`src/rtl/pwb_pkg.sv`:
```
package pwb_pkg;
  typedef enum logic {
    PH_IDLE = 1'b0,
    PH_BUSY = 1'b1
  } pwb_phase_e;
endpackage

```
`src/rtl/pwb_collect.sv`:
```
module pwb_collect #(
  parameter int unsigned AW   = 8,
  parameter int unsigned DW   = 8,
  parameter int unsigned PAGE = 8,
  localparam int unsigned OW  = $clog2(PAGE),
  localparam int unsigned BW  = AW - OW
) (
  input  logic               clk_i,
  input  logic               rst_ni,
  input  logic               en_i,
  input  logic               start_i,
  input  logic [AW-1:0]      start_addr_i,
  input  logic               byte_vld_i,
  input  logic [DW-1:0]      byte_i,
  input  logic               clr_i,
  output logic [BW-1:0]      base_o,
  output logic [PAGE-1:0]    vld_o,
  output logic [PAGE*DW-1:0] data_o
);
  logic [BW-1:0]   base_q;
  logic [OW-1:0]   ofs_q;
  logic [PAGE-1:0] vld_q;
  logic [DW-1:0]   buf_q [PAGE];

  wire take_start = en_i && start_i;
  wire take_byte  = en_i && byte_vld_i && !start_i;

  always_ff @(posedge clk_i or negedge rst_ni) begin
    if (!rst_ni) begin
      base_q <= '0;
      ofs_q  <= '0;
      vld_q  <= '0;
    end else if (take_start) begin
      base_q <= start_addr_i[AW-1:OW];
      ofs_q  <= start_addr_i[OW-1:0];
      vld_q  <= '0;
    end else if (take_byte) begin
      vld_q[ofs_q] <= 1'b1;
      ofs_q        <= ofs_q + 1'b1;  // wraps inside the page
    end else if (clr_i) begin
      vld_q <= '0;
    end
  end

  always_ff @(posedge clk_i) begin
    if (take_byte) buf_q[ofs_q] <= byte_i;
  end

  for (genvar g = 0; g < PAGE; g++) begin : g_flat
    assign data_o[g*DW +: DW] = buf_q[g];
  end

  assign base_o = base_q;
  assign vld_o  = vld_q;
endmodule

```
`src/rtl/pwb_timer.sv`:
```
module pwb_timer
  import pwb_pkg::*;
#(
  parameter int unsigned BUSY_CYCLES = 20,
  parameter int unsigned PAGE        = 8,
  localparam int unsigned OW         = $clog2(PAGE),
  localparam int unsigned CW         = $clog2(BUSY_CYCLES + 1)
) (
  input  logic          clk_i,
  input  logic          rst_ni,
  input  logic          go_i,
  output logic          busy_o,
  output logic          last_o,
  output logic          drain_o,
  output logic [OW-1:0] slot_o
);
  pwb_phase_e    ph_q;
  logic [CW-1:0] cnt_q;

  always_ff @(posedge clk_i or negedge rst_ni) begin
    if (!rst_ni) begin
      ph_q  <= PH_IDLE;
      cnt_q <= '0;
    end else if (ph_q == PH_IDLE) begin
      if (go_i) begin
        ph_q  <= PH_BUSY;
        cnt_q <= CW'(BUSY_CYCLES - 1);
      end
    end else if (cnt_q == '0) begin
      ph_q <= PH_IDLE;
    end else begin
      cnt_q <= cnt_q - 1'b1;
    end
  end

  assign busy_o  = (ph_q == PH_BUSY);
  assign last_o  = busy_o && (cnt_q == '0);
  // array updates fill the final PAGE cycles of the interval
  assign drain_o = busy_o && (cnt_q < CW'(PAGE));
  assign slot_o  = OW'(CW'(PAGE - 1) - cnt_q);
endmodule

```
`src/rtl/pwb_drain.sv`:
```
module pwb_drain #(
  parameter int unsigned AW   = 8,
  parameter int unsigned DW   = 8,
  parameter int unsigned PAGE = 8,
  localparam int unsigned OW  = $clog2(PAGE),
  localparam int unsigned BW  = AW - OW
) (
  input  logic               drain_i,
  input  logic [OW-1:0]      slot_i,
  input  logic               prot_i,
  input  logic [BW-1:0]      base_i,
  input  logic [PAGE-1:0]    vld_i,
  input  logic [PAGE*DW-1:0] data_i,
  output logic               we_o,
  output logic [AW-1:0]      addr_o,
  output logic [DW-1:0]      wdata_o
);
  assign we_o    = drain_i && vld_i[slot_i] && !prot_i;
  assign addr_o  = {base_i, slot_i};
  assign wdata_o = data_i[slot_i*DW +: DW];
endmodule

```
`src/rtl/page_write_buffer.sv`:
```
module page_write_buffer #(
  parameter int unsigned AW          = 8,
  parameter int unsigned DW          = 8,
  parameter int unsigned PAGE        = 8,
  parameter int unsigned BUSY_CYCLES = 20,
  localparam int unsigned OW         = $clog2(PAGE),
  localparam int unsigned BW         = AW - OW
) (
  input  logic          clk_i,
  input  logic          rst_ni,
  input  logic          start_i,
  input  logic [AW-1:0] start_addr_i,
  input  logic          byte_vld_i,
  input  logic [DW-1:0] byte_i,
  input  logic          commit_i,
  input  logic          wp_i,
  output logic          busy_o,
  output logic          mem_we_o,
  output logic [AW-1:0] mem_addr_o,
  output logic [DW-1:0] mem_wdata_o
);
  logic [BW-1:0]      base;
  logic [PAGE-1:0]    vld;
  logic [PAGE*DW-1:0] data;
  logic               busy, last, drain, go, any_vld, wp_q;
  logic [OW-1:0]      slot;

  assign any_vld = |vld;
  assign go      = commit_i && !busy && any_vld;

  always_ff @(posedge clk_i or negedge rst_ni) begin
    if (!rst_ni)  wp_q <= 1'b0;
    else if (go)  wp_q <= wp_i;
  end

  pwb_collect #(.AW(AW), .DW(DW), .PAGE(PAGE)) u_collect (
    .clk_i, .rst_ni,
    .en_i        (!busy),
    .start_i,
    .start_addr_i,
    .byte_vld_i,
    .byte_i,
    .clr_i       (last),
    .base_o      (base),
    .vld_o       (vld),
    .data_o      (data)
  );

  pwb_timer #(.BUSY_CYCLES(BUSY_CYCLES), .PAGE(PAGE)) u_timer (
    .clk_i, .rst_ni,
    .go_i    (go),
    .busy_o  (busy),
    .last_o  (last),
    .drain_o (drain),
    .slot_o  (slot)
  );

  pwb_drain #(.AW(AW), .DW(DW), .PAGE(PAGE)) u_drain (
    .drain_i (drain),
    .slot_i  (slot),
    .prot_i  (wp_q && base[BW-1]),
    .base_i  (base),
    .vld_i   (vld),
    .data_i  (data),
    .we_o    (mem_we_o),
    .addr_o  (mem_addr_o),
    .wdata_o (mem_wdata_o)
  );

  assign busy_o = busy;
endmodule

```
`config.mk`:
```
export PLATFORM = sky130hd
export DESIGN_NAME = page_write_buffer
export DESIGN_NICKNAME = d
export VERILOG_FILES = /design/src/rtl/pwb_pkg.sv /design/src/rtl/pwb_collect.sv /design/src/rtl/pwb_timer.sv /design/src/rtl/pwb_drain.sv /design/src/rtl/page_write_buffer.sv
export SDC_FILE = /design/constraint.sdc
export NUM_CORES = 1
export LEC_CHECK = 0
export BUFFER_PORTS_ARGS = -buffer_cell sky130_fd_sc_hd__buf_4
export CAP_MARGIN = 40
export CORE_UTILIZATION = 38
export CTS_CLUSTER_SIZE = 25
export DETAILED_ROUTE_END_ITERATION = 7
export GPL_ROUTABILITY_DRIVEN = 1
export HOLD_SLACK_MARGIN = 0.02
export PLACE_DENSITY = 0.61
export SLEW_MARGIN = 5
export SYNTH_ARGS = -nofsm -noshare
export SYNTH_HDL_FRONTEND = slang
export SYNTH_SLANG_ARGS = --single-unit
export TNS_END_PERCENT = 5
```
`constraint.sdc`:
```
create_clock -name clk_i -period 2.5 [get_ports clk_i]
set_input_delay 0.5 -clock clk_i [delete_from_list [all_inputs] [get_ports clk_i]]
set_output_delay 0.5 -clock clk_i [all_outputs]
set_load 0.05 [all_outputs]
```
==> results.yml <==
status:
  status: "finished, final reports clean"
power:
  power_density_nw_per_um2: 1180
  p_leak_nw: 1.67
  power_mw: 5.16
  vdd_drop_max_mv: 0.374
floorplanning:
  dieArea_um2: 9800
  die_w_um: 99.0
  die_h_um: 99.0
  initial_core_util_pct: 38.9
  num_io_pins: 40
  rows: 35
  core_area_um2: 9200
timing:
  grt_setup_unrepaired: "no"
  max_slew_margin_pct: 64.3
  fin_crit_ns: 2.32
  fin_hold_ws_ns: 0.0284
  fin_setup_tns_ns: 0
  hold_viol: 0
  fmax_mhz: 431
  setup_violations: 0
  min_period_over_period_pct: 92.8
  fin_skew_ns: 0.00980
  finalMaxSlewViolations: 0
  worstMarginPinSlew_ns: 0.534
yosys:
  synthSimpleGateAreaFrac_pct: 8.51
  ys_ff_latch: 87
  synthAdderAreaFrac_pct: 0.700
  avgSynthCellArea_um2: 16.5
  synthCells: 217
  synthMuxAreaShare_pct: 12.6
  yosysUniqueCellTypes: 38
  seq_area_frac_synth_pct: 69.9
  synth-compound-area-share_pct: 6.23
  async_flop_share_pct: 26.4
  synth-xor-area-share_pct: 0
  yosysWarnings: 0
  synth-edff-count: 64
  synth.cell_area_um2: 3570
  synthFlopType: "edfxtp_1"
  syn_nets: 241
  synth_top_family_by_area: "multiplexers"
setup_path:
  max_stage_delay_ns: 0.51
  crit_chain: "buf_6 -> mux4_2 -> nand2_1 -> nand2_1 -> buf_4"
  r2r_slack_ns: 0.75
  cp.arrival_ns: 1.82
  crit_type: "reg -> out"
  crit_top_cell: "nand2_1"
  endpoint_kind: "output pin"
  cp-start-kind: "flip-flop"
  cp_max_fo: 12
  worstPathRequired_ns: 2.00
  cpMaxStageDelayCell: "mux4_2"
layout:
  n_antenna_cell: 0
  final_cell_mix: "edfxtp_1, buf_4, nand2_1"
  final_common_cell: "edfxtp_1"
  fillers: 810
  drive_gt1_share_pct: 38.2
  layout.nets: 300
  area_growth_pct: 22.1
global_route:
  grt_use_total_pct: 15.8
  grt_overflow: 0
  grt_first_pass_wirelength_um: 11500
  grt_antenna_before_repair: 0
  grt_pass1_vias: 2107
  grt_max_degree: 24
drt:
  routed_via_density: 5.25
  wl_per_cell_um: 18.0
  routed_wl_um: 7030
  first_pass_iters: 4
  num_vias: 2051
  drt_iter0_markers: 118
  ant_nets: 0
  drc: 0
clocking:
  clk_pin_slew_ns: 0.08
  clock_path_buffers: 2
  cts_tree: "built"
  postCtsHoldBufs: 0
  clock-sinks: 87
  clock_latency_ns: 0.36
  cts-buffers-inserted: 9
  cts_root_buf: "clkbuf_8"
  h-tree-depth: 3
placed_design:
  dp_hpwl_um: 4700
  numPortBuffers: 39
  gp_congestion: 0.758
flow_run:
  max_cap_viol_count: 0
worst_hold_path:
  min_path_type: "in -> async"
## area by class of cell
class / instances / area, um^2 / area share [%]
flip-flops and latches: 87 / 2500 / 57.3
multi-input cells: 115 / 1020 / 23.3
repair buffers: 59 / 450 / 10.3
well taps: 111 / 139 / 3.18
clock buffers: 9 / 124 / 2.84
clock inverters: 6 / 119 / 2.72
inverters: 4 / 15.0 / 0.344
## repair_timing
| item | in CTS | in global routing |
|---|---|---|
| setup endpoints to repair | 0 | 9 |
| resized for setup | 0 | 4 |
| setup buffers | 0 | 0 |
## registers in the layout, indices dropped and copies added (netlist names)
register,count
u_collect.ofs_q,3
u_collect.base_o,5
wp_q,1
u_timer.busy_o,1
u_timer.cnt_q,5
u_collect.vld_o,8
u_collect.buf_q,64
## layer usage
metal / track usage [%] / share of wire, %
met5: 0 / 0
met4: 7.23 / 1.5
met3: 2.27 / 3.9
met2: 24.9 / 49
met1: 21.8 / 46
## cells in the mapped netlist (all sizes together) (3+ instances only)
master	instances	area share [%]
o21a	8	1.7
nor2	10	1.1
nor4	4	0.70
edfxtp	64	54
buf	6	1.2
mux2	6	1.9
a21oi	4	0.56
nor3	3	0.56
clkbuf	5	0.53
inv	4	0.42
nand2	32	3.4
dfrtp	23	16
o21ai	4	0.56
mux4	17	11
## critical path, delay by kind of cell (launching register included)
family	cells	cell delay, ns
muxes	1	0.51
DFF	1	0.43
buffers and inverters	2	0.39
and+or+nand+nor	2	0.15
## cell families after synthesis
family | count (synthesis)
AO/OA/AOI/OAI | 29
adder cells (fa/ha/maj) | 2
buffers and inverters | 15
flip-flops | 87
multiplexers | 23
AND/OR/NAND/NOR | 61
## report_power, final
group          leakage [nW]  internal, mW  switching, mW  total (mW)
registers             0.864          1.75          0.154        1.90
logic                 0.683         0.829           1.25        2.08
clock network         0.121         0.669          0.508        1.18
total                  1.67          3.24           1.92        5.16
## worst paths after layout
kind                                      from  cells past startpoint                     to
setup / recovery              u_timer.cnt_q[0]                      5         mem_wdata_o[2]
hold / removal                          rst_ni                      1    u_collect.base_o[2]
setup reg to reg              u_timer.cnt_q[0]                      5       u_timer.cnt_q[3]
hold reg to reg            u_collect.base_o[2]                      1    u_collect.base_o[2]
max in group asynchronous               rst_ni                      1       u_timer.cnt_q[0]
min in group clk_i                   byte_i[5]                      1  u_collect.buf_q[4][5]
## per-stage QoR
step	setup slack (ns)	utilization [%]	cell area, um^2	instances
6_report	0.179	47.5	4360	391
5_1_grt	0.0578	47.5	4360	391
4_1_cts	0.0314	47.3	4350	391
2_1_floorplan	0.0138	-	3590	217
3_5_place_dp	0.431	44.7	4110	376
3_3_place_gp	0.462	44.7	4110	376
No activity file was read; power rests on OpenSTA's default activity.
